[config.mk]
export PLATFORM = sky130hd
export DESIGN_NAME = dma_xfer_channel
export DESIGN_NICKNAME = d
export VERILOG_FILES = /design/src/rtl/dma_xfer_pkg.sv /design/src/rtl/dma_side_addr.sv /design/src/rtl/dma_width_fit.sv /design/src/rtl/dma_chan_fsm.sv /design/src/rtl/dma_xfer_channel.sv
export SDC_FILE = /design/constraint.sdc
export NUM_CORES = 1
export LEC_CHECK = 0
export BUFFER_PORTS_ARGS = -buffer_cell sky130_fd_sc_hd__buf_4
export CORE_MARGIN = 1
export CORE_UTILIZATION = 55
export DETAILED_ROUTE_END_ITERATION = 16
export PLACE_DENSITY = 0.8
export SYNTH_ARGS = -nofsm -noshare
export SYNTH_HDL_FRONTEND = slang
export SYNTH_SLANG_ARGS = --single-unit
[constraint.sdc]
create_clock -name clk -period 9.2 [get_ports clk]
set_clock_uncertainty 0.2 [all_clocks]
set_input_delay 1.38 -clock clk [delete_from_list [all_inputs] [get_ports clk]]
set_output_delay 1.38 -clock clk [all_outputs]
set_load 0.02 [all_outputs]
[src/rtl/dma_xfer_pkg.sv]
package dma_xfer_pkg;
    localparam int DATA_W = 32;

    typedef enum logic [1:0] {
        ST_IDLE     = 2'd0,
        ST_WAIT_REQ = 2'd1,
        ST_READ     = 2'd2,
        ST_WRITE    = 2'd3
    } chan_st_e;

    // Bytes moved by one beat of the given width code.
    function automatic logic [2:0] width_bytes(input logic [1:0] sz);
        case (sz)
            2'd0:    return 3'd1;
            2'd1:    return 3'd2;
            default: return 3'd4;
        endcase
    endfunction

    // Low address bits that must be zero for the given width code.
    function automatic logic [1:0] align_bits(input logic [1:0] sz);
        case (sz)
            2'd0:    return 2'b00;
            2'd1:    return 2'b01;
            default: return 2'b11;
        endcase
    endfunction

    function automatic logic [DATA_W-1:0] width_mask(input logic [1:0] sz);
        case (sz)
            2'd0:    return DATA_W'(32'h0000_00FF);
            2'd1:    return DATA_W'(32'h0000_FFFF);
            default: return {DATA_W{1'b1}};
        endcase
    endfunction
endpackage

[src/rtl/dma_side_addr.sv]
module dma_side_addr
    import dma_xfer_pkg::*;
#(
    parameter int ADDR_W = 32
) (
    input  logic [ADDR_W-1:0] cur_addr,
    input  logic [1:0]        size,
    input  logic              inc_en,
    output logic              aligned,
    output logic [ADDR_W-1:0] next_addr
);
    logic [ADDR_W-1:0] step;

    always_comb begin
        step      = inc_en ? ADDR_W'(width_bytes(size)) : '0;
        next_addr = cur_addr + step;
        aligned   = (cur_addr[1:0] & align_bits(size)) == 2'b00;
    end
endmodule

[src/rtl/dma_width_fit.sv]
module dma_width_fit
    import dma_xfer_pkg::*;
(
    input  logic [DATA_W-1:0] rdata,
    input  logic [1:0]        src_size,
    input  logic [1:0]        dst_size,
    output logic [DATA_W-1:0] fitted
);
    // Masking by both widths zero-fills a narrow source and truncates a wide one.
    always_comb begin
        fitted = rdata & width_mask(src_size) & width_mask(dst_size);
    end
endmodule

[src/rtl/dma_chan_fsm.sv]
module dma_chan_fsm
    import dma_xfer_pkg::*;
#(
    parameter int ADDR_W = 32,
    parameter int CNT_W  = 16
) (
    input  logic              clk,
    input  logic              rst_n,
    input  logic              cfg_en,
    input  logic              cfg_dir,
    input  logic              cfg_m2m,
    input  logic              cfg_circ,
    input  logic              cfg_per_inc,
    input  logic              cfg_mem_inc,
    input  logic [1:0]        cfg_per_size,
    input  logic [1:0]        cfg_mem_size,
    input  logic [ADDR_W-1:0] cfg_per_base,
    input  logic [ADDR_W-1:0] cfg_mem_base,
    input  logic [CNT_W-1:0]  cfg_count,
    input  logic [2:0]        flag_clr,
    input  logic              per_req,
    input  logic              bus_ready,
    input  logic              bus_err,
    input  logic [DATA_W-1:0] fit_data,
    input  logic              per_aligned,
    input  logic              mem_aligned,
    input  logic [ADDR_W-1:0] per_next,
    input  logic [ADDR_W-1:0] mem_next,
    output logic [ADDR_W-1:0] per_addr,
    output logic [ADDR_W-1:0] mem_addr,
    output logic [1:0]        per_size,
    output logic [1:0]        mem_size,
    output logic              per_inc,
    output logic              mem_inc,
    output logic [1:0]        src_size,
    output logic [1:0]        dst_size,
    output logic              per_ack,
    output logic              bus_valid,
    output logic              bus_write,
    output logic [ADDR_W-1:0] bus_addr,
    output logic [1:0]        bus_size,
    output logic [DATA_W-1:0] bus_wdata,
    output logic              flag_half,
    output logic              flag_done,
    output logic              flag_err,
    output logic [CNT_W-1:0]  remaining,
    output logic              chan_active
);
    typedef struct packed {
        chan_st_e          st;
        logic              en_prev;
        logic              ack;
        logic [ADDR_W-1:0] paddr;
        logic [ADDR_W-1:0] maddr;
        logic [CNT_W-1:0]  cnt;
        logic [DATA_W-1:0] data;
        logic              dir;
        logic              m2m;
        logic              circ;
        logic              pinc;
        logic              minc;
        logic [1:0]        psize;
        logic [1:0]        msize;
        logic [ADDR_W-1:0] pbase;
        logic [ADDR_W-1:0] mbase;
        logic [CNT_W-1:0]  total;
        logic              half;
        logic              done;
        logic              err;
    } chan_state_t;

    chan_state_t state_d, state_q;

    logic             src_ok_d, dst_ok_d;
    logic [CNT_W-1:0] cnt_dec_d;
    chan_st_e         item_st_d;

    // Source and destination views of the two sides.
    always_comb begin
        src_ok_d = state_q.dir ? mem_aligned : per_aligned;
        dst_ok_d = state_q.dir ? per_aligned : mem_aligned;
    end

    always_comb begin
        state_d         = state_q;
        state_d.en_prev = cfg_en;
        cnt_dec_d       = state_q.cnt - CNT_W'(1);
        item_st_d       = state_q.m2m ? ST_READ : ST_WAIT_REQ;

        // Four-phase handshake: release acknowledge once the request is gone.
        if (state_q.ack && !per_req) begin
            state_d.ack = 1'b0;
        end

        if (flag_clr[0]) state_d.half = 1'b0;
        if (flag_clr[1]) state_d.done = 1'b0;
        if (flag_clr[2]) state_d.err  = 1'b0;

        case (state_q.st)
            ST_IDLE: begin
                if (cfg_en && !state_q.en_prev && (cfg_count != '0)) begin
                    state_d.dir   = cfg_dir;
                    state_d.m2m   = cfg_m2m;
                    state_d.circ  = cfg_circ;
                    state_d.pinc  = cfg_per_inc;
                    state_d.minc  = cfg_mem_inc;
                    state_d.psize = cfg_per_size;
                    state_d.msize = cfg_mem_size;
                    state_d.pbase = cfg_per_base;
                    state_d.mbase = cfg_mem_base;
                    state_d.paddr = cfg_per_base;
                    state_d.maddr = cfg_mem_base;
                    state_d.total = cfg_count;
                    state_d.cnt   = cfg_count;
                    state_d.st    = cfg_m2m ? ST_READ : ST_WAIT_REQ;
                end
            end
            ST_WAIT_REQ: begin
                if (per_req && !state_q.ack) begin
                    state_d.ack = 1'b1;
                    state_d.st  = ST_READ;
                end
            end
            ST_READ: begin
                if (!src_ok_d) begin
                    state_d.err = 1'b1;
                    state_d.st  = ST_IDLE;
                end else if (bus_ready) begin
                    if (bus_err) begin
                        state_d.err = 1'b1;
                        state_d.st  = ST_IDLE;
                    end else begin
                        state_d.data = fit_data;
                        state_d.st   = ST_WRITE;
                    end
                end
            end
            ST_WRITE: begin
                if (!dst_ok_d) begin
                    state_d.err = 1'b1;
                    state_d.st  = ST_IDLE;
                end else if (bus_ready) begin
                    if (bus_err) begin
                        state_d.err = 1'b1;
                        state_d.st  = ST_IDLE;
                    end else begin
                        state_d.paddr = per_next;
                        state_d.maddr = mem_next;
                        state_d.cnt   = cnt_dec_d;
                        if (cnt_dec_d == (state_q.total >> 1)) begin
                            state_d.half = 1'b1;
                        end
                        if (cnt_dec_d == '0) begin
                            state_d.done = 1'b1;
                            if (state_q.circ && !state_q.m2m) begin
                                state_d.cnt   = state_q.total;
                                state_d.paddr = state_q.pbase;
                                state_d.maddr = state_q.mbase;
                                state_d.st    = item_st_d;
                            end else begin
                                state_d.st = ST_IDLE;
                            end
                        end else begin
                            state_d.st = item_st_d;
                        end
                    end
                end
            end
            default: state_d.st = ST_IDLE;
        endcase

        // Abort: dropping the enable stops the channel wherever it is.
        if ((state_q.st != ST_IDLE) && !cfg_en) begin
            state_d.st = ST_IDLE;
        end
    end

    always_ff @(posedge clk or negedge rst_n) begin
        if (!rst_n) begin
            state_q <= '0;
        end else begin
            state_q <= state_d;
        end
    end

    assign per_addr    = state_q.paddr;
    assign mem_addr    = state_q.maddr;
    assign per_size    = state_q.psize;
    assign mem_size    = state_q.msize;
    assign per_inc     = state_q.pinc;
    assign mem_inc     = state_q.minc;
    assign src_size    = state_q.dir ? state_q.msize : state_q.psize;
    assign dst_size    = state_q.dir ? state_q.psize : state_q.msize;
    assign per_ack     = state_q.ack;
    assign bus_valid   = ((state_q.st == ST_READ) && src_ok_d) ||
                         ((state_q.st == ST_WRITE) && dst_ok_d);
    assign bus_write   = (state_q.st == ST_WRITE);
    assign bus_addr    = ((state_q.st == ST_READ) ^ state_q.dir) ? state_q.paddr : state_q.maddr;
    assign bus_size    = (state_q.st == ST_READ) ? src_size : dst_size;
    assign bus_wdata   = state_q.data;
    assign flag_half   = state_q.half;
    assign flag_done   = state_q.done;
    assign flag_err    = state_q.err;
    assign remaining   = state_q.cnt;
    assign chan_active = (state_q.st != ST_IDLE);
endmodule

[src/rtl/dma_xfer_channel.sv]
module dma_xfer_channel
    import dma_xfer_pkg::*;
#(
    parameter int ADDR_W = 32,
    parameter int CNT_W  = 16
) (
    input  logic              clk,
    input  logic              rst_n,
    input  logic              cfg_en,
    input  logic              cfg_dir,
    input  logic              cfg_m2m,
    input  logic              cfg_circ,
    input  logic              cfg_per_inc,
    input  logic              cfg_mem_inc,
    input  logic [1:0]        cfg_per_size,
    input  logic [1:0]        cfg_mem_size,
    input  logic [ADDR_W-1:0] cfg_per_base,
    input  logic [ADDR_W-1:0] cfg_mem_base,
    input  logic [CNT_W-1:0]  cfg_count,
    input  logic              cfg_ie_half,
    input  logic              cfg_ie_done,
    input  logic              cfg_ie_err,
    input  logic [2:0]        flag_clr,
    input  logic              per_req,
    output logic              per_ack,
    output logic              bus_valid,
    output logic              bus_write,
    output logic [ADDR_W-1:0] bus_addr,
    output logic [1:0]        bus_size,
    output logic [DATA_W-1:0] bus_wdata,
    input  logic              bus_ready,
    input  logic [DATA_W-1:0] bus_rdata,
    input  logic              bus_err,
    output logic              flag_half,
    output logic              flag_done,
    output logic              flag_err,
    output logic              irq,
    output logic [CNT_W-1:0]  remaining,
    output logic              chan_active
);
    localparam int NUM_SIDES = 2;  // index 0: peripheral, 1: memory

    logic [ADDR_W-1:0] side_cur  [NUM_SIDES];
    logic [ADDR_W-1:0] side_next [NUM_SIDES];
    logic [1:0]        side_size [NUM_SIDES];
    logic              side_inc  [NUM_SIDES];
    logic              side_ok   [NUM_SIDES];
    logic [1:0]        src_size, dst_size;
    logic [DATA_W-1:0] fit_data;

    for (genvar s = 0; s < NUM_SIDES; s++) begin : g_side
        dma_side_addr #(.ADDR_W(ADDR_W)) u_addr (
            .cur_addr  (side_cur[s]),
            .size      (side_size[s]),
            .inc_en    (side_inc[s]),
            .aligned   (side_ok[s]),
            .next_addr (side_next[s])
        );
    end

    dma_width_fit u_fit (
        .rdata    (bus_rdata),
        .src_size (src_size),
        .dst_size (dst_size),
        .fitted   (fit_data)
    );

    dma_chan_fsm #(.ADDR_W(ADDR_W), .CNT_W(CNT_W)) u_fsm (
        .clk          (clk),
        .rst_n        (rst_n),
        .cfg_en       (cfg_en),
        .cfg_dir      (cfg_dir),
        .cfg_m2m      (cfg_m2m),
        .cfg_circ     (cfg_circ),
        .cfg_per_inc  (cfg_per_inc),
        .cfg_mem_inc  (cfg_mem_inc),
        .cfg_per_size (cfg_per_size),
        .cfg_mem_size (cfg_mem_size),
        .cfg_per_base (cfg_per_base),
        .cfg_mem_base (cfg_mem_base),
        .cfg_count    (cfg_count),
        .flag_clr     (flag_clr),
        .per_req      (per_req),
        .bus_ready    (bus_ready),
        .bus_err      (bus_err),
        .fit_data     (fit_data),
        .per_aligned  (side_ok[0]),
        .mem_aligned  (side_ok[1]),
        .per_next     (side_next[0]),
        .mem_next     (side_next[1]),
        .per_addr     (side_cur[0]),
        .mem_addr     (side_cur[1]),
        .per_size     (side_size[0]),
        .mem_size     (side_size[1]),
        .per_inc      (side_inc[0]),
        .mem_inc      (side_inc[1]),
        .src_size     (src_size),
        .dst_size     (dst_size),
        .per_ack      (per_ack),
        .bus_valid    (bus_valid),
        .bus_write    (bus_write),
        .bus_addr     (bus_addr),
        .bus_size     (bus_size),
        .bus_wdata    (bus_wdata),
        .flag_half    (flag_half),
        .flag_done    (flag_done),
        .flag_err     (flag_err),
        .remaining    (remaining),
        .chan_active  (chan_active)
    );

    assign irq = (flag_half & cfg_ie_half) | (flag_done & cfg_ie_done) | (flag_err & cfg_ie_err);
endmodule

==> results.yml <==
clock_network:
  clkLatencyLatePin_ps: 520
  cts_tree: "yes"
  clkSinkCount: 208
  cts_setup_buffers: 0
  hold_buffers: 0
  cts_resized: 0
  cts_max_path_buffers: 3
  cts_made_buffers: 24
  htree_levels: 1
  clk_pin_slew_ps: 60
  root_buffer: "clkbuf_16"
power_and_ir_drop:
  p_clk_frac: 0.185
  power_density_nw_per_um2: 371
  pwr-share-seq: 0.334
  p_comb_frac: 0.481
  power.switching_mw: 2.29
  sw_frac_of_total: 0.426
  ir_drop_mv: 0.255
  internal-power_mw: 3.09
  leakage_nw: 6.45
sta:
  period_minus_slack_ps: 4390
  post-route-period-util: 0.478
  timing.setup.tns_ps: 0
  relSlewSlack: 0.242
  finalSetupViolCount: 0
  rsz0062_at_grt: "false"
  worst_slew_pin_slew_ps: 1140
  max_freq_ghz: 0.228
  hold_viol: 0
  drv_slew: 0
min_path:
  whs_path_depth: 2
  min_path_type: "reg2reg"
synthesis:
  ys_types: 67
  async_flop_share: 1.00
  ys_seq_area_frac: 0.425
  synth_seq_cells: 208
  synth_common_cells: "dfrtp_1 (208), nand2_1 (141), mux2_2 (108)"
  synthCells: 1340
  ys_warn_count: 0
  ys.flop_type: "dfrtp_1"
  ys_top_cells_by_area: "dfrtp_1 (42%), mux2_2 (9.9%), nand2_1 (4.3%), o21ai_0 (4.3%), xnor2_1 (4.3%)"
  post-synth-top-count-cell: "dfrtp_1"
  synth_top_cell_by_area: "dfrtp_1"
  synth_top_area_share: 0.425
  avgSynthCellArea_um2: 9.15
  synth_edf_count: 0
  syn_nets: 1488
  synth_area_um2: 12300
critical_path:
  r2r_cells: 9
  cp_num_buf_inv: 1
  worstSetupPathDepth: 9
  cp.arrival_ps: 4550
  required_ps: 9360
  critPathCaptureType: "flip-flop"
  worst_setup_path_start_kind: "flip-flop"
  path_delay_family: "simple AND/OR/NAND/NOR gates"
  cp_slowest_cell: "or2b_2"
  critPathKind: "reg2reg"
  crit_chain: "inv_1 -> ha_1 -> nor3b_2 -> nand4_1 -> xnor2_1 -> or4_4 -> nor4b_4 -> or2b_2 -> o21ai_0"
  critPathMaxFanout: 43
  cp_slowest_stage_delay_ps: 740
global_routing:
  grt_pass1_vias: 10200
  grt_usage: 0.298
  use_met2: 0.487
  grt_max_degree: 88
  grt_overflow: 0
  grt_pass1_wl_um: 53400
  use_met3: 0.0449
  top_usage_layer: "met2"
  antenna_found_initial: 1
  grtUsageMet1: 0.403
placed_design:
  hpwl_um: 23000
  portBuffers: 222
  gp_congestion: 0.875
  dpl.cell_count: 1716
route:
  first_pass_iters: 5
  wl_um: 34100
  drtIter0Drc: 855
  drc: 0
  vias_per_cell: 6.01
  detail-route-antenna-nets: 0
  wire_per_inst_um: 19.4
  route.vias.total: 10600
layout:
  area_delta_synth_final_pct: 18.2
  nNetsFinal: 1610
  stdcell_count: 1761
  drive_gt1_frac: 0.271
die:
  core_um2: 21800
  die_area_um2: 22900
  rows: 54
  die_w_um: 151
  die_y_um: 151
  start_util: 0.562
  io_pins: 223
flow_run:
  drv_cap: 0
outcome:
  status: "completed"
## worst min-delay path, cell delays in order, from the launching register on
cell and delay, ps:
dfrtp_1 340, nand2_1 50, nand2_1 50
## layer usage
| layer | vias to the layer above | share of wire |
|---|---|---|
| met2 | 468 | 0.48 |
| met3 | 72 | 0.084 |
| met4 | 0 | 0.027 |
| met1 | 5142 | 0.41 |
| met5 | - | 0 |
| li1 | 4894 | - |
## path summary, 6_finish.rpt
path | from | endpoint | slack, ps
min | u_fsm.bus_wdata[11] | u_fsm.bus_wdata[11] | 270
max | u_fsm.remaining[0] | u_fsm.mem_addr[28] | 4810
max in group asynchronous | rst_n | u_fsm.mem_addr[6] | 6060
max reg2reg | u_fsm.remaining[0] | u_fsm.mem_addr[28] | 4810
min reg2reg | u_fsm.bus_wdata[11] | u_fsm.bus_wdata[11] | 270
min in group asynchronous | rst_n | u_fsm.remaining[10] | 680
## metrics by stage
stage	power [mW]	hold WS, ps	util	setup WS (ps)	instance area, um^2
final	5.38	267	0.664	4810	14500
after detailed placement	4.35	258	0.626	4650	13700
after CTS	5.37	271	0.664	4850	14500
after global placement	4.25	251	0.626	4710	13700
after floorplan	3.55	240	-	5640	12300
after global routing	5.72	294	0.664	4540	14500
## final cells by class
| cell class | count | area [um^2] |
|---|---|---|
| multi-input cells | 937 | 6140 |
| inverters | 59 | 221 |
| well taps | 280 | 350 |
| fillers | 1766 | 7330 |
| clock buffers | 36 | 707 |
| repair buffers | 232 | 1750 |
| clock inverters | 8 | 118 |
| diodes | 1 | 2.50 |
| flip-flops and latches | 208 | 5200 |
## cell usage in the layout, fill, tap and decap left out, types with 5 or more instances in the layout
cell type  instances
xnor2_1           59
nand4_1           13
dfrtp_1          208
a2111oi_0          5
mux2i_1            5
ha_1              13
or2_2              6
clkbuf_1           7
nand2b_1           6
and4_1             5
o21ai_1            8
xor2_1            25
clkbuf_8           5
a221o_1            8
buf_4            231
nor2b_1            7
nand3_1           96
nand3b_1           5
and2_1            12
or3_1             17
nor4_1            14
a21oi_1           62
nand2_1          141
clkbuf_16         25
o21ai_0          105
o211ai_1           9
a211oi_1          13
mux2_2           108
nor2_1            65
nor3_1            32
inv_1             58
and3_1            27
## power groups by stage
stage	sequential, mW	clock (mW)	combinational (mW)
after floorplan	1.60	0	1.95
after global placement	1.76	0	2.49
after detailed placement	1.79	0	2.56
after CTS	1.78	1.01	2.58
after global routing	1.85	1.05	2.82
final	1.79	0.997	2.59
## flip-flops by register name, summed over array words and instances (netlist names)
| register | count |
|---|---|
| u_fsm.bus_wdata | 32 |
| u_fsm.flag_done | 1 |
| u_fsm.flag_err | 1 |
| u_fsm.flag_half | 1 |
| u_fsm.mem_addr | 32 |
| u_fsm.mem_inc | 1 |
| u_fsm.mem_size | 2 |
| u_fsm.per_ack | 1 |
| u_fsm.per_addr | 32 |
| u_fsm.per_inc | 1 |
| u_fsm.per_size | 2 |
| u_fsm.remaining | 16 |
| u_fsm.state_q | 86 |
## logic make-up (layout without fill, tap and decap cells)
kind of cell | Yosys count | in the layout | share of synthesized area
AOI/OAI and AO/OA | 256 | 256 | 0.126
xor gates and xnor gates | 85 | 85 | 0.0607
adders and majority gates | 15 | 15 | 0.0165
buffers and inverters | 195 | 335 | 0.0772
DFF | 208 | 208 | 0.425
muxes | 113 | 113 | 0.103
other | 0 | 1 | 0
and+or+nand+nor | 468 | 468 | 0.192
No activity file was read; power rests on OpenSTA's default activity.
